## src/rtl/rx_code_aligner.sv

```systemverilog
module rx_code_aligner #(
  parameter int unsigned GRP_BITS = 5
) (
  input  logic       clk,
  input  logic       rst_n,
  input  logic       bit_stb,
  input  logic       bit_in,
  output logic [3:0] rxd,
  output logic       rx_dv,
  output logic       crs,
  output logic       sym_err
);
  localparam int unsigned WIN  = 2 * GRP_BITS;
  localparam int unsigned CW   = $clog2(GRP_BITS);
  localparam logic [CW-1:0] LAST = CW'(GRP_BITS - 1);
  localparam logic [4:0] C_J = 5'b11000, C_K = 5'b10001, C_T = 5'b01101,
                         C_R = 5'b00111, C_I = 5'b11111;

  logic [WIN-1:0] sh, sh_n;
  logic [CW-1:0]  cnt;
  logic           in_frame, first;
  logic [4:0]     prev;
  logic [4:0]     dec;
  logic [4:0]     cur;
  logic           fin;

  function automatic logic [4:0] decode(input logic [4:0] c);
    case (c)
      5'b11110: decode = 5'h10; 5'b01001: decode = 5'h11;
      5'b10100: decode = 5'h12; 5'b10101: decode = 5'h13;
      5'b01010: decode = 5'h14; 5'b01011: decode = 5'h15;
      5'b01110: decode = 5'h16; 5'b01111: decode = 5'h17;
      5'b10010: decode = 5'h18; 5'b10011: decode = 5'h19;
      5'b10110: decode = 5'h1A; 5'b10111: decode = 5'h1B;
      5'b11010: decode = 5'h1C; 5'b11011: decode = 5'h1D;
      5'b11100: decode = 5'h1E; 5'b11101: decode = 5'h1F;
      default:  decode = 5'h00;
    endcase
  endfunction

  assign sh_n  = {sh[WIN-2:0], bit_in};
  assign cur   = sh_n[4:0];
  assign dec   = decode(prev);
  assign fin   = (prev == C_T && cur == C_R) || (prev == C_I && cur == C_I);
  assign rx_dv = in_frame;
  assign crs   = in_frame;

  always_ff @(posedge clk) begin
    if (!rst_n) begin
      sh <= '0; cnt <= '0; in_frame <= 1'b0; first <= 1'b0;
      prev <= '0; rxd <= '0; sym_err <= 1'b0;
    end else if (bit_stb) begin
      sh <= sh_n;
      if (!in_frame) begin
        if (sh_n == {C_J, C_K}) begin
          in_frame <= 1'b1; first <= 1'b1; cnt <= '0;
          rxd <= 4'b0101; sym_err <= 1'b0;
        end
      end else begin
        cnt <= (cnt == LAST) ? '0 : cnt + 1'b1;
        if (cnt == LAST) begin
          prev <= cur;
          if (first) begin
            first <= 1'b0; rxd <= 4'b0101; sym_err <= 1'b0;
          end else if (fin) begin
            in_frame <= 1'b0; rxd <= '0; sym_err <= 1'b0;
          end else begin
            rxd <= dec[4] ? dec[3:0] : 4'b0000;
            sym_err <= ~dec[4];
          end
        end
      end
    end
  end

  assert_jk_opens_R1: assert property (@(posedge clk) disable iff (!rst_n)
    (bit_stb && !rx_dv && sh_n == {C_J, C_K}) |=> (rx_dv && crs && rxd == 4'b0101));
  assert_grp_count_R3: assert property (@(posedge clk) disable iff (!rst_n)
    cnt <= LAST);
  assert_err_zero_R7: assert property (@(posedge clk) disable iff (!rst_n)
    sym_err |-> (rxd == 4'b0000 && rx_dv));
  assert_idle_quiet_R8: assert property (@(posedge clk) disable iff (!rst_n)
    !rx_dv |-> (rxd == 4'b0000 && !sym_err && !crs));
  assert_hold_R9: assert property (@(posedge clk) disable iff (!rst_n)
    !bit_stb |=> ($stable(rxd) && $stable(rx_dv) && $stable(sym_err)));
endmodule

```

## config.mk

```make
export PLATFORM = sky130hd
export DESIGN_NAME = rx_code_aligner
export DESIGN_NICKNAME = d
export VERILOG_FILES = /design/src/rtl/rx_code_aligner.sv
export SDC_FILE = /design/constraint.sdc
export NUM_CORES = 1
export LEC_CHECK = 0
export BUFFER_PORTS_ARGS = -buffer_cell sky130_fd_sc_hd__buf_2
export CAP_MARGIN = 10
export CORE_ASPECT_RATIO = 0.7
export CORE_MARGIN = 2
export CORE_UTILIZATION = 52
export CTS_CLUSTER_DIAMETER = 120
export DETAILED_ROUTE_END_ITERATION = 10
export PLACE_DENSITY = 0.72
export SYNTH_ARGS = -nofsm -noshare
export SYNTH_HDL_FRONTEND = slang
export SYNTH_SLANG_ARGS = --single-unit
```

## constraint.sdc

```tcl
create_clock -name clk -period 1.9 [get_ports clk]
set_input_delay 0.285 -clock clk [delete_from_list [all_inputs] [get_ports clk]]
set_output_delay 0.285 -clock clk [all_outputs]
set_load 0.01 [all_outputs]
```

-- Word-level counts from Yosys, hierarchy flattened
Memories as Yosys holds them, arrays and structs flattened. A register that Yosys moved wholly into a read port is not among the register bits.
Cells that the tools add are included.
- register bits: 24
- ROM bits: 160
- bits of input ports: 4
- word-level logic and storage cells: 48
- memories kept: 1
- $add $sub $neg: 1
- equality and inequality tests: 7
- multiplexer cells: 24
- bitwise operators: 1
- reductions and logical operators: 7
- memory list (memory ; depth ; width ; read ports ; clocked after memory_dff ; wr ports ; RTL line ; text):
    (name not given) ; 32 ; 5 ; 1 ; 1 ; 0 ; 28 ; case (c)
- operators by type and width (kind ; count):
    $mux W4 ; 6
    $mux W1 ; 13
    $eq A10 B10 Y1 const B ; 1
    $eq A5 B5 Y1 const B ; 2
    $mux W5 ; 2
    $mux W3 ; 3
    $reduce_and A3 Y1 ; 2
    $eq A5 B3 Y1 const B ; 1
    $eq A5 B4 Y1 const B ; 1
    $add A3 B1 Y3 const B ; 1
    $eq A3 B3 Y1 const B ; 1
    $logic_and A1 B1 Y1 ; 2
    $ne A2 B1 Y1 const B ; 1
    $reduce_and A2 Y1 ; 1
    $reduce_bool A2 Y1 ; 1
    $logic_or A1 B1 Y1 ; 1
    $not A1 Y1 ; 1

-- Longest topological paths before layout
- word-level depth: 7
- depth in mapped cells: 10

-- Least setup slack after synthesis
No wires, ideal clock.
- path type: flip-flop to flip-flop
- from: reg sh[0]
- to: reg sym_err
- setup time: 71 ps
- arrival: 1898 ps
- setup slack: -69 ps
- cell stages (with the launch flop): 7
- buffers on the path: 1
- period minus slack after synthesis: 1969 ps
- cells stage by stage: dfxtp_1 -> buf_6 -> or4b_4 -> nor4_4 -> nor2_2 -> or4b_1 -> a21oi_1
- cells in the longest elaborated chain, start to end: 7
- elaborated cells between the ends (all ways): 12
- RTL lines (item ; RTL line ; text):
    start: declaration ; 19 ; logic [WIN-1:0] sh, sh_n;
    start signal: assignment ; 53 ; sh <= sh_n;
    $eq A5 B3 Y1 or $eq A5 B5 Y1 (tied branches) ; 44 ; assign fin = (prev == C_T && cur == C_R) || (prev == C_I && cur == C_I);
    $logic_and A1 B1 Y1 ; 44 ;
    $logic_or A1 B1 Y1 ; 44 ;
    $mux W1 ; 65 ; end else if (fin) begin
    $mux W1 ; 63 ; if (first) begin
    $mux W1 ; 61 ; if (cnt == LAST) begin
    $mux W1 ; 54 ; if (!in_frame) begin
    end signal: assignment ; 69 ; sym_err <= ~dec[4];
    end: declaration ; 11 ; output logic sym_err
Parallel ways exist; a longest one is shown, timed or not. The select of a mux whose other input is x is not followed.
A chain may end at the register's enable or synchronous reset.

-- Final worst setup path
- from: reg cnt[1]
- to: reg, netlist name dec[4]
- cells in the longest elaborated chain, start to end: 4
- RTL lines (item ; RTL line ; text):
    start: declaration ; 20 ; logic [CW-1:0] cnt;
    start signal: assignment ; 60 ; cnt <= (cnt == LAST) ? '0 : cnt + 1'b1;
    $eq A3 B3 Y1 ; 61 ;
    $reduce_and A3 Y1 (no line) ; -- ;
    $mux W5 (no line) (2 in a row) ; -- ;
Every way passes these cells.

==> impl_metrics.toml <==
[synthesis]
count_of_mapped_cells_out_of_synthesis = 165
post_synth_top_area_cell = "sky130_fd_sc_hd__dfxtp_1"
async_set_or_reset_register_ratio_after_synthesis = 0
synth_area_sq_mm = 0.00142
yosys-top-cells-area = "sky130_fd_sc_hd__dfxtp_1, sky130_fd_sc_hd__mux2i_1, sky130_fd_sc_hd__nor2_1"
synth_top_cell_area_share = 0.409
synth_edf_count = 0
synth.most_common_cell = "sky130_fd_sc_hd__dfxtp_1"
synthTopCellsByCount = "sky130_fd_sc_hd__dfxtp_1, sky130_fd_sc_hd__nor2_1, sky130_fd_sc_hd__nand2_1, sky130_fd_sc_hd__a21oi_1, sky130_fd_sc_hd__mux2i_1"
synth.ff_latch_count = 29
ys_types = 35
synth-warning-count = 0
synth_seq_area_share = 0.409
ys_dominant_reg_cell = "sky130_fd_sc_hd__dfxtp_1"
synth_nets = 174
synthesized_area_per_cell_sq_um = 8.61

[die]
die_width_microns = 66.5
core-area_sq_mm = 0.00253
floorplan.rows = 15
floorplan.die.height_microns = 47.7
die-area_sq_mm = 0.00317
num_io_pins = 11
start_util = 0.560

[setup_path]
critical_path.reg2reg.endpoint = "dec[4]$_DFF_P_"
cp_max_fo = 6
worst_path_dominant_cell_family = "compound AO/OA/AOI/OAI gates"
endpoint_kind = "flip-flop"
critical_path_arrival_ns = 2.08
worstRegToRegCells = 9
worst_setup_path_start_kind = "flip-flop"
crit_path_max_incr_delay_ns = 0.33
timing.critical_path.cells = "inv_1 -> ha_4 -> and4_4 -> nand2_1 -> a21oi_2 -> inv_1 -> ha_1 -> a22oi_1 -> o21a_1"
cp_slowest_cell = "sky130_fd_sc_hd__dfxtp_1"
regToRegSetupSlack_ns = 0.05
critPathBufInv = 2
crit_required_ns = 2.13
reg2reg_from = "cnt[1]$_SDFFE_PN0P_"
critical_path_class = "flip-flop to flip-flop"
critical_path.most_common_cell = "sky130_fd_sc_hd__inv_1"

[timing]
final_period_minus_worst_setup_slack_ns = 1.85
grt_setup_unrepaired = "true"
finalCritPeriodShare = 0.972
final-setup-viol-count = 0
max_freq_mhz = 541
timing.slew.headroom = 0.724
final_max_slew_viol_count = 0
holdWs_ns = 0.299
worst_slew_pin_slew_ns = 0.413
final.setup_skew_ns = 0.00454
setup_tns_ns = 0
hold_violations = 0

[global_route]
wire_length_of_the_first_global_routing_pass_microns = 5440
grt-ovfl-total = 0
grt_max_degree = 13
antenna_found_initial = 0
first_global_vias = 1160
gr-usage-all-layers = 0.238

[detailed_routing]
dr.first_iter.drc_count = 103
detailedRoute.firstPassIterationCount = 4
drt-vias-per-instance = 5.75
route.vias.total = 1317
drt_drc = 0
routed_wirelength_microns = 3460
wl_per_cell_microns = 15.1
drt.antenna.violating_nets = 0

[cells_and_area]
final_cell_area_sq_mm = 0.00176
multi_input_area_sq_um = 793
layout-area-overhead-vs-synth_pct = 23.8
nets = 203
ff_latch_area_sq_um = 583
insertedDiodeCount = 0
number_of_filler_cells_placed_in_the_layout = 197
final_layout_size_suffix_gt1_frac = 0.292
finish.cell_count_without_fillers = 229

[cts]
clk_path_buf_depth = 2
clkTransAtPathRegs_ns = 0.06
tritoncts_buffers = 5
root_buf_cell = "sky130_fd_sc_hd__clkbuf_8"
h-tree-depth = 2
cts.sink_count = 29
worstSkewPairLatency_ns = 0.28
clock_tree_from_tritoncts = "done"

[power_and_ir_drop]
p_leak_nw = 0.711
power.ir.vdd_worst_uv = 476
pwr_dens_mw_per_mm2 = 652
report.power.total_w = 0.00115

[flow_run]
reported_max_cap_violation_count = 0

[outcome]
run_status = "finished clean"

[placed_design]
place_hpwl_microns = 2450
placed_cell_count = 219
numPortBuffers = 10
gpl.final_weighted_congestion = 0.868
placed_area_sq_mm = 0.00162

[hold_path]
hold_depth = 2
worstHoldStart = "rst_n"
path_category_of_the_worst_min_delay_check = "primary input to flip-flop"
min_to = "dec[4]$_DFF_P_"
-- cell usage in the layout (no fill, tap or decap), types with 2 or more instances in the layout --
| master | synthesis | routed |
|---|---|---|
| sky130_fd_sc_hd__nand2_1 | 15 | 14 |
| sky130_fd_sc_hd__buf_2 | 2 | 10 |
| sky130_fd_sc_hd__a21oi_1 | 14 | 11 |
| sky130_fd_sc_hd__a21oi_2 | 0 | 3 |
| sky130_fd_sc_hd__o21ai_0 | 4 | 4 |
| sky130_fd_sc_hd__clkinv_2 | 0 | 2 |
| sky130_fd_sc_hd__nor2b_1 | 5 | 5 |
| sky130_fd_sc_hd__nand3_1 | 5 | 5 |
| sky130_fd_sc_hd__mux2i_1 | 13 | 13 |
| sky130_fd_sc_hd__nor3_1 | 3 | 3 |
| sky130_fd_sc_hd__a211oi_1 | 3 | 2 |
| sky130_fd_sc_hd__inv_1 | 8 | 7 |
| sky130_fd_sc_hd__buf_4 | 2 | 22 |
| sky130_fd_sc_hd__nand4_1 | 10 | 10 |
| sky130_fd_sc_hd__a22oi_1 | 2 | 2 |
| sky130_fd_sc_hd__nor2_1 | 20 | 20 |
| sky130_fd_sc_hd__ha_1 | 5 | 4 |
| sky130_fd_sc_hd__or4b_4 | 1 | 3 |
| sky130_fd_sc_hd__dfxtp_2 | 0 | 2 |
| sky130_fd_sc_hd__clkbuf_8 | 0 | 5 |
| sky130_fd_sc_hd__o21a_1 | 2 | 2 |
| sky130_fd_sc_hd__dfxtp_1 | 29 | 27 |
-- metrics by stage --
step           setup slack [ns]  utilization
3_3_place_gp             0.0176        0.639
3_5_place_dp            -0.0176        0.639
2_1_floorplan           -0.0111            -
5_1_grt                 -0.0305        0.694
6_report                 0.0530        0.694
4_1_cts                  0.0171        0.675
-- flip-flops by register name (all words and copies together) (netlist names) --
signal   count
sh           9
dec          5
prev         5
rxd          4
cnt          3
crs          1
first        1
sym_err      1
-- cell families after synthesis --
group | count (synthesis) | synth area share
buffers and inverters | 19 | 0.0626
DFF | 29 | 0.409
adders and majority gates | 5 | 0.0441
and+or+nand+nor | 67 | 0.251
xor gates and xnor gates | 1 | 0.00617
AOI/OAI and AO/OA | 30 | 0.128
muxes | 14 | 0.0996
-- what timing repair did --
item                       4_1_cts  5_1_grt
gates cloned                     0        0
setup endpoints to repair        4       10
pin swaps                        1        6
setup buffers                    1        1
gates resized for setup          1       13
hold buffers                     0        0
-- worst register-to-register path, cell delays in order, from the launching register on --
cell and delay [ns]:
sky130_fd_sc_hd__dfxtp_1 0.33, sky130_fd_sc_hd__inv_1 0.12, sky130_fd_sc_hd__ha_4 0.16, sky130_fd_sc_hd__and4_4 0.28
sky130_fd_sc_hd__nand2_1 0.10, sky130_fd_sc_hd__a21oi_2 0.21, sky130_fd_sc_hd__inv_1 0.09, sky130_fd_sc_hd__ha_1 0.20
sky130_fd_sc_hd__a22oi_1 0.17, sky130_fd_sc_hd__o21a_1 0.14
-- power breakdown --
part | internal, W | switching [W]
combinational | 0.0000196 | 0.0000320
clock | 0.000253 | 0.000230
sequential | 0.000611 | 0.00000166
total | 0.000883 | 0.000263
-- worst max-delay path by stage --
stage	start	endpoint	slack [ns]	depth (start not counted)
final	cnt[1]$_SDFFE_PN0P_	dec[4]$_DFF_P_	0.05	9
after global routing	cnt[1]$_SDFFE_PN0P_	dec[1]$_DFF_P_	-0.03	9
after CTS	cnt[0]$_SDFFE_PN0P_	dec[4]$_DFF_P_	0.02	9
after detailed placement	cnt[0]$_SDFFE_PN0P_	dec[2]$_DFF_P_	-0.02	8
after global placement	cnt[0]$_SDFFE_PN0P_	dec[3]$_SDFF_PN0_	0.02	8
after floorplan	sh[2]$_SDFFE_PN0P_	sym_err$_SDFFE_PN0P_	-0.01	6
-- cell type report --
class	instances	share of cell area
clock buffer	6	0.0413
clock inverter	2	0.00569
inverter	8	0.0171
multi-input combinational	117	0.451
sequential	29	0.332
tap	34	0.0242
timing repair buffer	33	0.129
-- per-layer routing --
metal  routed length, microns  share of wire  vias up  global-route usage
li1                         -              -      636                   -
met1                     1580           0.46      639               0.307
met2                     1650           0.48       36               0.396
met3                      186          0.054        6              0.0706
met4                       42          0.012        0              0.0735
met5                        0              0        -                   0
Note: power is estimated with default switching activity, not from simulation.
